`config.mk`:
```
export PLATFORM = sky130hd
export DESIGN_NAME = fb_fetch_seq
export DESIGN_NICKNAME = d
export VERILOG_FILES = /design/src/rtl/fbf_pkg.sv /design/src/rtl/fbf_regs.sv /design/src/rtl/fbf_fetch.sv /design/src/rtl/fb_fetch_seq.sv
export SDC_FILE = /design/constraint.sdc
export NUM_CORES = 1
export LEC_CHECK = 0
export BUFFER_PORTS_ARGS = -buffer_cell sky130_fd_sc_hd__buf_2
export CAP_MARGIN = 0
export CORE_ASPECT_RATIO = 1.5
export CORE_MARGIN = 2
export CORE_UTILIZATION = 62
export DETAILED_ROUTE_END_ITERATION = 6
export PLACE_DENSITY = 0.81
export SLEW_MARGIN = 10
export SYNTH_ARGS = -nofsm -noshare
export SYNTH_HDL_FRONTEND = slang
export SYNTH_SLANG_ARGS = --single-unit
```
`constraint.sdc`:
```
create_clock -name clk -period 6.5 [get_ports clk]
set_input_delay 0.325 -clock clk [delete_from_list [all_inputs] [get_ports clk]]
set_output_delay 0.325 -clock clk [all_outputs]
set_load 0.01 [all_outputs]
```
`src/rtl/fbf_pkg.sv`:
```
package fbf_pkg;

    localparam int LEN_W  = 5;
    localparam int STAT_W = 10;

    // status bit positions (software decodes these)
    localparam int SB_EOF1    = 9;
    localparam int SB_EOF0    = 8;
    localparam int SB_PALDONE = 6;
    localparam int SB_UNDERRUN = 5;
    localparam int SB_SYNCLOSS = 2;

    localparam logic [1:0] MODE_BOTH = 2'd0;
    localparam logic [1:0] MODE_PAL  = 2'd1;
    localparam logic [1:0] MODE_DATA = 2'd2;

    localparam logic [2:0] RA_CTRL    = 3'd0;
    localparam logic [2:0] RA_STAT    = 3'd1;
    localparam logic [2:0] RA_PALBASE = 3'd2;
    localparam logic [2:0] RA_BASE0   = 3'd3;
    localparam logic [2:0] RA_CEIL0   = 3'd4;
    localparam logic [2:0] RA_BASE1   = 3'd5;
    localparam logic [2:0] RA_CEIL1   = 3'd6;

    // control word: en is bit 0, uf_ie is bit 10
    typedef struct packed {
        logic       uf_ie;
        logic       pal_ie;
        logic       eof_ie;
        logic       pal_wide;
        logic       dual;
        logic [2:0] burst;
        logic [1:0] mode;
        logic       en;
    } ctrl_t;

    typedef enum logic [2:0] {
        ST_IDLE,
        ST_ARMED,
        ST_PAL,
        ST_DATA,
        ST_PARKED
    } fetch_state_e;

    function automatic logic [LEN_W-1:0] burst_words(input logic [2:0] code);
        logic [LEN_W-1:0] w;
        case (code)
            3'd0:    w = 5'd1;
            3'd1:    w = 5'd2;
            3'd2:    w = 5'd4;
            3'd3:    w = 5'd8;
            3'd4:    w = 5'd16;
            default: w = 5'd1;
        endcase
        return w;
    endfunction

endpackage

```
`src/rtl/fbf_regs.sv`:
```
module fbf_regs
    import fbf_pkg::*;
#(
    parameter int AW = 32
) (
    input  logic              clk,
    input  logic              rst_n,
    input  logic              cfg_wr,
    input  logic [2:0]        cfg_addr,
    input  logic [AW-1:0]     cfg_wdata,
    input  logic              set_pal_done,
    input  logic              set_eof0,
    input  logic              set_eof1,
    input  logic              set_underrun,
    output logic              en_o,
    output logic [1:0]        mode_o,
    output logic [2:0]        burst_o,
    output logic              dual_o,
    output logic              pal_wide_o,
    output logic [AW-1:0]     pal_base_o,
    output logic [AW-1:0]     base0_o,
    output logic [AW-1:0]     ceil0_o,
    output logic [AW-1:0]     base1_o,
    output logic [AW-1:0]     ceil1_o,
    output logic [STAT_W-1:0] status_o,
    output logic              irq_o
);

    localparam int CTRL_W = $bits(ctrl_t);

    typedef struct packed {
        ctrl_t             ctrl;
        logic [AW-1:0]     pal_base;
        logic [AW-1:0]     base0;
        logic [AW-1:0]     ceil0;
        logic [AW-1:0]     base1;
        logic [AW-1:0]     ceil1;
        logic [STAT_W-1:0] stat;
    } regs_s;

    regs_s r_d, r_q;

    always_comb begin
        r_d = r_q;
        if (cfg_wr) begin
            case (cfg_addr)
                RA_CTRL:    r_d.ctrl     = ctrl_t'(cfg_wdata[CTRL_W-1:0]);
                RA_STAT:    r_d.stat     = r_q.stat & ~cfg_wdata[STAT_W-1:0];
                RA_PALBASE: r_d.pal_base = cfg_wdata;
                RA_BASE0:   r_d.base0    = cfg_wdata;
                RA_CEIL0:   r_d.ceil0    = cfg_wdata;
                RA_BASE1:   r_d.base1    = cfg_wdata;
                RA_CEIL1:   r_d.ceil1    = cfg_wdata;
                default:    ;
            endcase
        end
        // new events win over a clearing write in the same cycle
        if (set_pal_done) r_d.stat[SB_PALDONE] = 1'b1;
        if (set_eof0)     r_d.stat[SB_EOF0]    = 1'b1;
        if (set_eof1)     r_d.stat[SB_EOF1]    = 1'b1;
        if (set_underrun) begin
            r_d.stat[SB_UNDERRUN] = 1'b1;
            r_d.stat[SB_SYNCLOSS] = 1'b1;
        end
    end

    always_ff @(posedge clk) begin
        if (!rst_n) r_q <= '0;
        else        r_q <= r_d;
    end

    assign en_o       = r_q.ctrl.en;
    assign mode_o     = r_q.ctrl.mode;
    assign burst_o    = r_q.ctrl.burst;
    assign dual_o     = r_q.ctrl.dual;
    assign pal_wide_o = r_q.ctrl.pal_wide;
    assign pal_base_o = r_q.pal_base;
    assign base0_o    = r_q.base0;
    assign ceil0_o    = r_q.ceil0;
    assign base1_o    = r_q.base1;
    assign ceil1_o    = r_q.ceil1;
    assign status_o   = r_q.stat;

    assign irq_o = (r_q.stat[SB_PALDONE] & r_q.ctrl.pal_ie)
                 | ((r_q.stat[SB_EOF0] | r_q.stat[SB_EOF1]) & r_q.ctrl.eof_ie)
                 | ((r_q.stat[SB_UNDERRUN] | r_q.stat[SB_SYNCLOSS]) & r_q.ctrl.uf_ie);


    status_sticky_chk: assert property (@(posedge clk) disable iff (!rst_n)
        !(cfg_wr && cfg_addr == RA_STAT) |=> ((status_o & $past(status_o)) == $past(status_o)));


    fault_pair_chk: assert property (@(posedge clk) disable iff (!rst_n)
        $rose(status_o[SB_UNDERRUN]) |-> status_o[SB_SYNCLOSS]);

endmodule

```
`src/rtl/fbf_fetch.sv`:
```
module fbf_fetch
    import fbf_pkg::*;
#(
    parameter int AW      = 32,
    parameter int SPACE_W = 8
) (
    input  logic             clk,
    input  logic             rst_n,
    input  logic             en_i,
    input  logic [1:0]       mode_i,
    input  logic [2:0]       burst_i,
    input  logic             dual_i,
    input  logic             pal_wide_i,
    input  logic [AW-1:0]    pal_base_i,
    input  logic [AW-1:0]    base0_i,
    input  logic [AW-1:0]    ceil0_i,
    input  logic [AW-1:0]    base1_i,
    input  logic [AW-1:0]    ceil1_i,
    input  logic             frame_start_i,
    input  logic [SPACE_W-1:0] fifo_space_i,
    input  logic             underrun_i,
    output logic             rd_req_o,
    output logic [AW-1:0]    rd_addr_o,
    output logic [LEN_W-1:0] rd_len_o,
    input  logic             rd_ack_i,
    output logic             set_pal_done_o,
    output logic             set_eof0_o,
    output logic             set_eof1_o,
    output logic             set_underrun_o
);

    localparam logic [AW-1:0] PAL_SMALL_SPAN = AW'(31);
    localparam logic [AW-1:0] PAL_WIDE_SPAN  = AW'(511);

    typedef struct packed {
        fetch_state_e     st;
        logic             buf_sel;
        logic             pal_owed;
        logic             stalled;
        logic             req;
        logic [LEN_W-1:0] len;
        logic [AW-1:0]    cur;
        logic [AW-1:0]    ceil;
    } fs_s;

    fs_s s_d, s_q;

    logic [AW-1:0]    rem_words;
    logic [LEN_W-1:0] max_len;
    logic [LEN_W-1:0] nxt_len;
    logic             last_burst;
    logic             space_ok;
    logic             fetching;
    logic             fault_now;

    always_comb begin
        rem_words  = ((s_q.ceil - s_q.cur) >> 2) + AW'(1);
        max_len    = burst_words(burst_i);
        nxt_len    = (rem_words < AW'(max_len)) ? rem_words[LEN_W-1:0] : max_len;
        last_burst = (AW'(s_q.len) == rem_words);
        space_ok   = 32'(fifo_space_i) >= 32'(nxt_len);
        fetching   = (s_q.st == ST_PAL) || (s_q.st == ST_DATA);
        fault_now  = underrun_i && en_i && !s_q.stalled &&
                     (fetching || s_q.st == ST_ARMED);
    end

    always_comb begin
        s_d            = s_q;
        set_pal_done_o = 1'b0;
        set_eof0_o     = 1'b0;
        set_eof1_o     = 1'b0;
        set_underrun_o = 1'b0;

        // leave idle when enabled and not halted by a fault
        if (s_q.st == ST_IDLE && en_i && !s_q.stalled) begin
            s_d.st       = ST_ARMED;
            s_d.buf_sel  = 1'b0;
            s_d.pal_owed = (mode_i != MODE_DATA);
        end

        // frame start opens a pass, ignored while one is running
        if (s_q.st == ST_ARMED && frame_start_i && en_i && !s_q.stalled) begin
            if (s_q.pal_owed) begin
                s_d.st   = ST_PAL;
                s_d.cur  = pal_base_i;
                s_d.ceil = pal_base_i + (pal_wide_i ? PAL_WIDE_SPAN : PAL_SMALL_SPAN);
            end else if (mode_i != MODE_PAL) begin
                s_d.st   = ST_DATA;
                s_d.cur  = s_q.buf_sel ? base1_i : base0_i;
                s_d.ceil = s_q.buf_sel ? ceil1_i : ceil0_i;
            end
        end

        // burst accepted
        if (s_q.req && rd_ack_i) begin
            s_d.req = 1'b0;
            s_d.cur = s_q.cur + (AW'(s_q.len) << 2);
            if (last_burst) begin
                if (s_q.st == ST_PAL) begin
                    set_pal_done_o = 1'b1;
                    s_d.pal_owed   = 1'b0;
                    s_d.st         = (mode_i == MODE_PAL) ? ST_PARKED : ST_ARMED;
                end else begin
                    set_eof0_o  = !s_q.buf_sel;
                    set_eof1_o  = s_q.buf_sel;
                    s_d.buf_sel = dual_i ? !s_q.buf_sel : 1'b0;
                    s_d.st      = ST_ARMED;
                end
            end
        end

        // next burst
        if (!s_q.req && fetching && en_i && !s_q.stalled && !fault_now && space_ok) begin
            s_d.req = 1'b1;
            s_d.len = nxt_len;
        end

        if (fault_now) begin
            set_underrun_o = 1'b1;
            s_d.stalled    = 1'b1;
        end

        // disable or fault: drop to idle once no request is open
        if (!en_i) s_d.stalled = 1'b0;
        if ((!en_i || s_d.stalled) && !s_d.req) s_d.st = ST_IDLE;
    end

    always_ff @(posedge clk) begin
        if (!rst_n) begin
            s_q    <= '0;
            s_q.st <= ST_IDLE;
        end else begin
            s_q <= s_d;
        end
    end

    assign rd_req_o  = s_q.req;
    assign rd_addr_o = s_q.cur;
    assign rd_len_o  = s_q.len;


    req_hold_chk: assert property (@(posedge clk) disable iff (!rst_n)
        rd_req_o && !rd_ack_i |=> rd_req_o && $stable(rd_addr_o) && $stable(rd_len_o));


    space_gate_chk: assert property (@(posedge clk) disable iff (!rst_n)
        $rose(rd_req_o) |-> 32'($past(fifo_space_i)) >= 32'(rd_len_o));


    ceiling_chk: assert property (@(posedge clk) disable iff (!rst_n)
        rd_req_o |-> (rd_addr_o + (AW'(rd_len_o) << 2) - AW'(1)) <= s_q.ceil);


    len_range_chk: assert property (@(posedge clk) disable iff (!rst_n)
        rd_req_o |-> (rd_len_o != '0) && (rd_len_o <= 5'd16));


    stall_block_chk: assert property (@(posedge clk) disable iff (!rst_n)
        s_q.stalled |=> !$rose(rd_req_o));


    single_buf_chk: assert property (@(posedge clk) disable iff (!rst_n)
        !dual_i && $past(!dual_i) && s_q.st == ST_ARMED |-> !s_q.buf_sel);

endmodule

```
`src/rtl/fb_fetch_seq.sv`:
```
module fb_fetch_seq
    import fbf_pkg::*;
#(
    parameter int AW      = 32,
    parameter int SPACE_W = 8
) (
    input  logic               clk,
    input  logic               rst_n,
    input  logic               cfg_wr,
    input  logic [2:0]         cfg_addr,
    input  logic [AW-1:0]      cfg_wdata,
    input  logic               frame_start,
    input  logic [SPACE_W-1:0] fifo_space,
    input  logic               fifo_underrun,
    output logic               rd_req,
    output logic [AW-1:0]      rd_addr,
    output logic [LEN_W-1:0]   rd_len,
    input  logic               rd_ack,
    output logic [STAT_W-1:0]  status,
    output logic               irq
);

    logic          en, dual, pal_wide;
    logic [1:0]    mode;
    logic [2:0]    burst;
    logic [AW-1:0] pal_base, base0, ceil0, base1, ceil1;
    logic          set_pal_done, set_eof0, set_eof1, set_underrun;

    fbf_regs #(.AW(AW)) u_regs (
        .clk          (clk),
        .rst_n        (rst_n),
        .cfg_wr       (cfg_wr),
        .cfg_addr     (cfg_addr),
        .cfg_wdata    (cfg_wdata),
        .set_pal_done (set_pal_done),
        .set_eof0     (set_eof0),
        .set_eof1     (set_eof1),
        .set_underrun (set_underrun),
        .en_o         (en),
        .mode_o       (mode),
        .burst_o      (burst),
        .dual_o       (dual),
        .pal_wide_o   (pal_wide),
        .pal_base_o   (pal_base),
        .base0_o      (base0),
        .ceil0_o      (ceil0),
        .base1_o      (base1),
        .ceil1_o      (ceil1),
        .status_o     (status),
        .irq_o        (irq)
    );

    fbf_fetch #(.AW(AW), .SPACE_W(SPACE_W)) u_fetch (
        .clk            (clk),
        .rst_n          (rst_n),
        .en_i           (en),
        .mode_i         (mode),
        .burst_i        (burst),
        .dual_i         (dual),
        .pal_wide_i     (pal_wide),
        .pal_base_i     (pal_base),
        .base0_i        (base0),
        .ceil0_i        (ceil0),
        .base1_i        (base1),
        .ceil1_i        (ceil1),
        .frame_start_i  (frame_start),
        .fifo_space_i   (fifo_space),
        .underrun_i     (fifo_underrun),
        .rd_req_o       (rd_req),
        .rd_addr_o      (rd_addr),
        .rd_len_o       (rd_len),
        .rd_ack_i       (rd_ack),
        .set_pal_done_o (set_pal_done),
        .set_eof0_o     (set_eof0),
        .set_eof1_o     (set_eof1),
        .set_underrun_o (set_underrun)
    );

endmodule

```
Yosys cells after proc, flatten, opt, wreduce, memory -nomap -nowiden:

Index checks and enable logic that the tools add are counted.

* bits in registers: 257
* latch bits: 0
* bits in writable memories: 0
* ROM bits: 0
* input port bits: 49
* output and inout port bits: 49
* word-level logic and storage cells: 151
* memories: 0

* add/sub/neg operators: 4
* $mul: 0
* div/mod/pow operators: 0
* magnitude comparators: 2
* eq/ne operators: 17
* shift-type cells: 0
* muxes and demuxes: 41
* bitwise gates (word level): 10
* reduce and logical (&&, ||, !) cells: 51

Operators by type and width (count)
* 64-bit 2-to-1 mux: 3
* 32-bit 2-to-1 mux: 3
* 32-bit by 7-bit adder with 32-bit output: 1
* 32-bit by 9-bit adder with 32-bit output: 1
* 5-bit by 32-bit == test with 1-bit output: 1
* 32-bit by 5-bit less-than comparator with 1-bit output: 1
* 32-bit subtractor: 1
* 30-bit by 1-bit adder with 31-bit output, second input constant: 1
* 2-bit AND reduction: 13
* 1-bit 2-to-1 mux: 21
* 10-bit 2-to-1 mux: 2
* 5-bit 2-to-1 mux: 4
* 5-bit one-hot mux with 4 select lines: 1
* 2-bit nonzero test: 10
* 3-bit by 2-bit == test with 1-bit output, second input constant: 6
* 1-bit logical AND: 15
* 3-bit 2-to-1 mux: 5
* 3-bit == test, second input constant: 4
* 10-bit AND: 1
* 10-bit inverter: 1
* 3-bit by 1-bit == test with 1-bit output, second input constant: 3
* 9-bit 2-to-1 mux: 1
* 8-bit by 5-bit greater-or-equal comparator with 1-bit output: 1
* 1-bit zero test: 6
* 11 further kinds: 19

Longest topological paths before layout:

Gate-level depths: netlist of run 1.

* depth after elaboration: 11
* mapped depth: 28
* mapped depth without buffers: 28

Modules after synthesis:

Synthesis of run 1 repeated with hierarchy kept, for this count alone.

* cell total of the unflattened synthesis: 2115
* area total of the unflattened synthesis: 16987.5 um^2

Modules (own cells, without submodules)
* fbf_fetch: instances 1, cells an instance 1306, area each 9168.8 um^2, seq. area each 1521.5 um^2
* fbf_regs: instances 1, cells an instance 809, area each 7818.7 um^2, seq. area each 3623.5 um^2

Worst setup path before layout of run 1:

OpenSTA, ideal clock, no wires.

* path type: reg-to-reg
* start: reg u_fetch.s_q (netlist bit u_fetch.rd_addr_o[3])
* end: reg u_fetch.s_q (netlist bit u_fetch.rd_len_o[0])
* library setup time: 115 ps
* arrival time: 5247 ps
* data required time: 6385 ps
* slack: 1137 ps
* stages on the path, launching flop included: 24
* path buffers: 0
* period minus slack after synthesis: 5363 ps
* cells stage by stage: dfxtp_1 inv_1 ha_1 and3_1 and2_4 a211oi_2 xor2_1 or4_1 nor3_2 and4bb_2 o32ai_1 nor3_1 nand4bb_4 nor3_4 mux2_2 ha_1 a21o_1 a21oi_1 nor2b_1 o21ai_0 a211oi_1 nor2b_1 and2_1 a31o_1

* word-level cells in the longest chain between the ends: 6

RTL lines
* start: declaration: RTL line fbf_fetch.sv:46 `fs_s s_d, s_q;`
* 32-bit subtractor *: RTL line fbf_fetch.sv:57 `rem_words = ((s_q.ceil - s_q.cur) >> 2) + AW'(1);`
* 30-bit by 1-bit adder with 31-bit output *: RTL line fbf_fetch.sv:57
* 32-bit by 5-bit less-than comparator with 1-bit output: RTL line fbf_fetch.sv:59 `nxt_len = (rem_words < AW'(max_len)) ? rem_words[LEN_W-1:0] : max_len;`
* 5-bit 2-to-1 mux *: RTL line fbf_fetch.sv:59
* 8-bit by 5-bit greater-or-equal comparator with 1-bit output: RTL line fbf_fetch.sv:61 `space_ok = 32'(fifo_space_i) >= 32'(nxt_len);`
* 1-bit logical AND: RTL line fbf_fetch.sv:113 `if (!s_q.req && fetching && en_i && !s_q.stalled && !fault_now && space_ok) begin`

Every way passes the cells marked *; elsewhere a longest branch is shown, timed or not.
A chain may end at the register's enable or synchronous reset.

Final worst setup path of run 1:

* start: reg u_fetch.s_q (netlist bit u_fetch.rd_addr_o[3])
* end: reg u_fetch.s_q[73] (netlist name)

* word-level cells in the longest chain between the ends: 10
* elaborated cells between the ends (all ways): 13

RTL lines
* 32-bit subtractor: RTL line fbf_fetch.sv:57
* 30-bit by 1-bit adder with 31-bit output: RTL line fbf_fetch.sv:57
* 32-bit by 5-bit less-than comparator with 1-bit output: RTL line fbf_fetch.sv:59
* 5-bit 2-to-1 mux: RTL line fbf_fetch.sv:59
* named net u_fetch.nxt_len[0]: RTL line fbf_fetch.sv:50 `logic [LEN_W-1:0] nxt_len;`
* 8-bit by 5-bit greater-or-equal comparator with 1-bit output: RTL line fbf_fetch.sv:61
* 1-bit logical AND: RTL line fbf_fetch.sv:113
* 6-bit 2-to-1 mux: RTL line fbf_fetch.sv:113
* 1-bit zero test: RTL line fbf_fetch.sv:125 `if ((!en_i || s_d.stalled) && !s_d.req) s_d.st = ST_IDLE;`
* 1-bit logical AND: RTL line fbf_fetch.sv:125
* 2-bit OR reduction (no source line)

The timed path passes the listed nets, and every way through them passes these cells.

==> impl_metrics.yaml, run 1 <==
global_route:
  grt_pass1_wl_um: 73000
  grtUsageMet2_pct: 58.2
  use_met3_pct: 3.32
  overflow: 0
  grt.busiest_layer: "met2"
  grt_max_degree: 173
  antenna_found_initial: 1
  gr-usage-met1_pct: 43.2
  grt_pass1_vias: 13999
  grt_usage_pct: 33.6
placement:
  gp_routability_congestion: 0.889
  portBuffers: 97
  hpwl_um: 32600
routing:
  drc: 0
  first_iter_violations: 1052
  dr.pass1.iters: 5
  avgViaCountPerCell: 6.08
  vias: 14769
  wl_um: 45600
  drtAntennaViolNets: 0
  wl_per_cell_um: 18.8
worst_setup_path:
  crit_required_ps: 6910
  cp-start-kind: "flip-flop"
  reg2reg_setup_slack_ps: 330
  cp_num_buf_inv: 3
  critPathSlowestCell: "nor4_1"
  r2r-end: "u_fetch.s_q[73]"
  crit_family: "simple AND/OR/NAND/NOR gates"
  cp.arrival_ps: 6580
  crit_type: "reg2reg"
  end_kind: "flip-flop"
  slowest_delay_ps: 460
  path_max_fanout: 5
  critPathCapture: "u_fetch.s_q[73]"
  reg2regPathDepth: 27
  reg2reg_from: "u_fetch.rd_addr_o[3]"
  cp_num_cells: 27
  critical_path.startpoint: "u_fetch.rd_addr_o[3]"
sta:
  fmax_mhz: 162
  drv_slew: 0
  rsz0062_at_grt: "no"
  relSlewSlack_pct: 29.6
  worst_clock_skew_ps: 30.2
  worst_pin_slew_ps: 1060
  fin_crit_sh_pct: 94.9
  min_period_ps: 6170
  hold_viol: 0
  tns_ps: 0
  setup_viol_count_final: 0
  whs_ps: 62.8
yosys:
  syn_nets: 2200
  synthFlopType: "dfxtp_1"
  syn_area_um2: 15800
  yosysWarnings: 0
  ys_ff_latch: 257
  synth_edf_count: 0
  syn_avg_cell_area_um2: 7.53
  synth_top_area_share_pct: 32.5
  synth_top_area_cell: "dfxtp_1"
  seq_area_frac_synth_pct: 32.5
  synth_area_leaders: "dfxtp_1, nand2_1, a21boi_0"
  ys_async_sr_fraction_pct: 0
  syn_inst: 2100
  synth_cell_types: 79
layout:
  syn2layout_area_growth_pct: 7.51
  antennaDiodeCount: 0
  final_nets: 2183
  drive_gt1_share_pct: 9.95
  post-route-util_pct: 67.9
clock_network:
  cts_sinks: 257
  hold_buffers: 0
  clock_path_buffers: 3
  clk_pin_slew_ps: 60
  cts_htree_levels: 1
  cts_tree: "built"
  cts_buffers: 26
  cts-root-buf: "clkbuf_16"
  insertion_delay_ps: 550
floorplan:
  start_util_pct: 63.2
  ios: 98
  die_h_um: 200
  fp.dieW_um: 134
  fp-row-count: 71
  core_um2: 25100
  dieArea_um2: 26800
status:
  status: "completed"
worst_hold_path:
  hp-class: "in2reg"
job:
  max-cap-violations: 0
power:
  pwr_density_cell_nw_per_um2: 191
  ir_drop_uv: 233
  power.leakage_nw: 6.27
through the flow:
step                setup WS [ps]  power [mW]  std cells  cell area (µm²)
CTS                           365        3.25       2426            17000
global route                 15.9        3.33       2428            17000
global placement              446        1.81       2381            16100
finish                        331        3.24       2428            17000
floorplan                    1140        1.75       2100            15800
detailed placement            444        1.82       2381            16100
routing by layer:
metal | vias up | wire length, µm
met5 | - | 13
met4 | 2 | 1550
met3 | 92 | 2480
met2 | 471 | 22100
met1 | 6990 | 19500
li1 | 7214 | -
worst reg2reg max path, cell delays in order (launching register included):
cell and delay [ps]:
dfxtp_1 390, inv_1 110, ha_1 390, and3_1 270, and2_4 190, a211oi_2 410
xor2_1 200, nor4_1 460, nand4_1 380, nor3_1 340, buf_4 170, and2_1 110
a31o_2 170, nand3_1 140, nor3_4 390, mux2i_1 300, ha_1 260, nand2b_1 140
a21o_1 170, a21oi_1 150, nor2b_1 60, o21ai_0 160, a211oi_1 100, buf_4 170
a211oi_1 170, nor2b_1 90, o21ai_0 80, a21oi_1 60
area by class of cell:
class | count | area, µm²
clock buffer | 36 | 728
clock inverter | 9 | 95.1
fill | 2182 | 8040
inverter | 49 | 184
multi-input combinational | 1626 | 9750
sequential | 257 | 5150
tap | 328 | 410
timing repair buffer | 123 | 687
logic make-up (layout without fill, tap and decap cells):
family	Yosys count	after routing	synth area share [%]
and+or+nand+nor	869	869	25.5
AOI/OAI and AO/OA	602	602	25.4
DFF	257	257	32.5
buffers and inverters	217	217	6.34
xor gates and xnor gates	66	66	3.70
adders and majority gates	51	51	4.08
muxes	38	38	2.42
Yosys cell counts, drive strengths merged, types with 4 or more instances:
cell      n
o21ai    86
o211a     5
o211ai   11
xor2     26
a21oi   146
a21boi  179
nand4    24
nor4     15
o22ai     5
and2     17
nand2b   15
a31oi     9
nor2    124
nor3     39
a311oi    4
a211oi   77
a21o     20
and4      4
and3     24
clkbuf  106
or3       6
o21bai    6
o21a     14
inv      49
buf      62
mux2i    36
dfxtp   257
nor3b     6
xnor2    40
a41oi     5
a31o      7
nand3    29
nand2   461
ha       50
nor2b    88
and4b     4
layout by cell type, fill, tap and decap left out, types with 16 or more instances in the layout:
master	n
nand2_1	461
dfxtp_1	255
a21boi_0	178
a21oi_1	145
nor2_1	121
buf_2	96
nor2b_1	88
a211oi_1	75
o21ai_0	66
ha_1	50
inv_1	49
xnor2_1	38
mux2i_1	36
nor3_1	33
nand3_1	26
xor2_1	26
clkbuf_16	26
buf_4	26
and3_1	24
nand4_1	23
a21o_1	20
o21ai_1	18
and2_1	16
power breakdown:
group | switching, mW | internal, mW
Combinational | 0.106 | 0.0641
Sequential | 0.0175 | 1.60
Clock | 0.635 | 0.825
flip-flops by register name, summed over array words and instances (netlist names):
register	flops
u_regs.mode_o	2
u_fetch.rd_addr_o	32
u_fetch.rd_req_o	1
u_regs.ceil1_o	32
u_regs.pal_base_o	32
u_regs.pal_wide_o	1
u_regs.ceil0_o	32
u_regs.en_o	1
u_regs.r_q	3
u_regs.dual_o	1
u_regs.burst_o	3
u_regs.base1_o	32
u_fetch.rd_len_o	5
u_regs.base0_o	32
u_fetch.s_q	38
u_regs.status_o	10
worst min path at each step:
stage	from	to	depth (start not counted)
final	cfg_wdata[1]	u_regs.status_o[1]	2
after global routing	cfg_wdata[1]	u_regs.status_o[1]	2
after floorplan	cfg_wdata[0]	u_regs.status_o[0]	1
after global placement	u_regs.status_o[4]	u_regs.status_o[4]	2
after CTS	cfg_wdata[1]	u_regs.status_o[1]	2
after detailed placement	u_regs.status_o[1]	u_regs.status_o[1]	2
what timing repair did:
item | CTS | global route
buffers inserted | 0 | 2
gates resized for setup | 0 | 7
hold endpoints to repair | 0 | 0
endpoints found under the setup margin | 0 | 8
Power figures use the tool's default switching activity.
==> run 2: changes to the inputs <==
--- a/config.mk
+++ b/config.mk
@@ -9,9 +9,9 @@
 export CAP_MARGIN = 0
 export CORE_ASPECT_RATIO = 1.5
 export CORE_MARGIN = 2
-export CORE_UTILIZATION = 62
+export CORE_UTILIZATION = 65
 export DETAILED_ROUTE_END_ITERATION = 6
-export PLACE_DENSITY = 0.81
+export PLACE_DENSITY = 0.84
 export SLEW_MARGIN = 10
 export SYNTH_ARGS = -nofsm -noshare
 export SYNTH_HDL_FRONTEND = slang
==> constraint.sdc (replaced) <==
create_clock -name clk -period 7.8 [get_ports clk]
set_input_delay 0.39 -clock clk [delete_from_list [all_inputs] [get_ports clk]]
set_output_delay 0.39 -clock clk [all_outputs]
set_load 0.005 [all_outputs]
==> impl_metrics.yaml, run 2 (synthesis gave the netlist of run 1 again) <==
routing:
  vias: 14839
  avgViaCountPerCell: 6.18
  wl_um: 46000
  drtAntennaViolNets: 0
  drc: 0
  dr.pass1.iters: 5
  first_iter_violations: 1431
  wl_per_cell_um: 19.1
sta:
  relSlewSlack_pct: 30.9
  min_period_ps: 6820
  tns_ps: 0
  hold_viol: 0
  fin_ws_ps: 976
  worst_pin_slew_ps: 1030
  rsz0062_at_grt: "no"
  fmax_mhz: 147
  fin_crit_sh_pct: 87.5
  worst_clock_skew_ps: 22.9
  setup_viol_count_final: 0
  drv_slew: 0
clock_network:
  cts_sinks: 257
  cts_htree_levels: 1
  clk_pin_slew_ps: 60
  cts-root-buf: "clkbuf_16"
  clock_path_buffers: 3
  insertion_delay_ps: 530
  cts_buffers: 25
  hold_buffers: 0
  cts_tree: "built"
  post_cts_buffers: 0
  cts_resized: 0
worst_setup_path:
  critPathSlowestCell: "a211oi_1"
  cp_num_buf_inv: 1
  cp.arrival_ps: 7250
  end_kind: "flip-flop"
  cp_num_cells: 23
  crit_type: "reg2reg"
  crit_family: "simple AND/OR/NAND/NOR gates"
  reg2regPathDepth: 23
  cp-start-kind: "flip-flop"
  crit_path_cell_trace: "inv_1 -> ha_1 -> a21oi_1 -> o21ai_0 -> a31oi_1 -> a21oi_1 -> and4b_1 -> nand4_1 -> nor3_1 -> and3_1 -> a31o_2 -> nand4_1 -> nor3_4 -> mux2_2 -> ha_1 -> a21o_1 -> a21oi_1 -> nor2b_1 -> o21ai_0 -> a211oi_1 -> nor2b_1 -> and2_1 -> a31o_1"
  crit_required_ps: 8230
  path_max_fanout: 7
  critical-path-top-cell-by-count: "a21oi_1"
  slowest_delay_ps: 580
placement:
  dp_worst_setup_slack_ps: 1190
  gp_routability_congestion: 0.960
  portBuffers: 97
  hpwl_um: 32800
power:
  power_frac_seq_pct: 51.2
  power.leakage_nw: 6.15
  ir_drop_uv: 212
  power.internal_mw: 2.02
  switchingPower_mw: 0.603
  combPwrFrac_pct: 5.4
  p_clk_share_pct: 43.4
  swShare_pct: 23.0
  pwr_density_cell_nw_per_um2: 157
layout:
  final_nets: 2168
  final_cell_mix: "nand2_1, dfxtp_1, a21boi_0"
  drive_gt1_share_pct: 8.75
  syn2layout_area_growth_pct: 6.07
  largest_reg_flops: 38
  antennaDiodeCount: 0
  top_register: "u_fetch.s_q"
  mostFrequentLayoutCell: "nand2_1"
floorplan:
  core_um2: 23800
  dieArea_um2: 25600
  start_util_pct: 66.4
  ios: 98
  fp.dieW_um: 131
  die_h_um: 195
  fp-row-count: 69
worst_hold_path:
  whs_path_depth: 2
  hp-class: "in2reg"
status:
  status: "completed"
global_route:
  grt_pass1_wl_um: 73500
  grt_max_degree: 143
  grt_pass1_vias: 14266
  grt_usage_pct: 34.8
  overflow: 0
  antenna_found_initial: 1
job:
  max-cap-violations: 0
run 2: changes by cell type in the layout (fill, tap and decap cells not counted), sizes merged:
cell | previous run | this run
clkbuf | 36 | 35
buf | 123 | 109
clkinv | 6 | 2
run 2: final cells by class:
cell class              instances  area (µm²)
inverters                      49         184
clock inverters                 5        60.1
flip-flops and latches        257        5150
well taps                     319         399
clock buffers                  35         683
repair buffers                109         582
multi-input cells            1626        9720
fillers                      1985        7050
run 2: final timing paths:
path,from,to,slack [ps]
min reg2reg,u_regs.status_o[3],u_regs.status_o[3],430
max,u_fetch.rd_addr_o[8],u_fetch.rd_len_o[0],980
max reg2reg,u_fetch.rd_addr_o[8],u_fetch.rd_len_o[0],980
min,cfg_wdata[0],u_regs.status_o[0],130
run 2: per-stage QoR:
step	std cells	utilization (%)	total power, mW	cell area [µm²]	hold WS (ps)
finish	2400	70.4	2.63	16800	132
floorplan	2100	-	1.46	15800	412
global route	2400	70.4	2.69	16800	147
detailed placement	2360	67.3	1.51	16000	420
CTS	2400	70.4	2.63	16800	125
global placement	2360	67.3	1.51	16000	415
run 2: layer usage:
layer / track usage [%] / vias to the layer above / routed length, µm
met5: 0 / - / 11
met2: 60.4 / 523 / 22400
met4: 14.3 / 2 / 1830
met1: 44.7 / 7039 / 19300
li1: - / 7169 / -
met3: 2.80 / 106 / 2370
run 2: power groups by stage:
stage | registers (mW) | logic [mW] | clock network [mW]
2_1_floorplan | 1.37 | 0.0876 | 0
3_3_place_gp | 1.37 | 0.135 | 0
3_5_place_dp | 1.37 | 0.139 | 0
4_1_cts | 1.34 | 0.140 | 1.15
5_1_grt | 1.35 | 0.155 | 1.19
6_report | 1.34 | 0.142 | 1.14
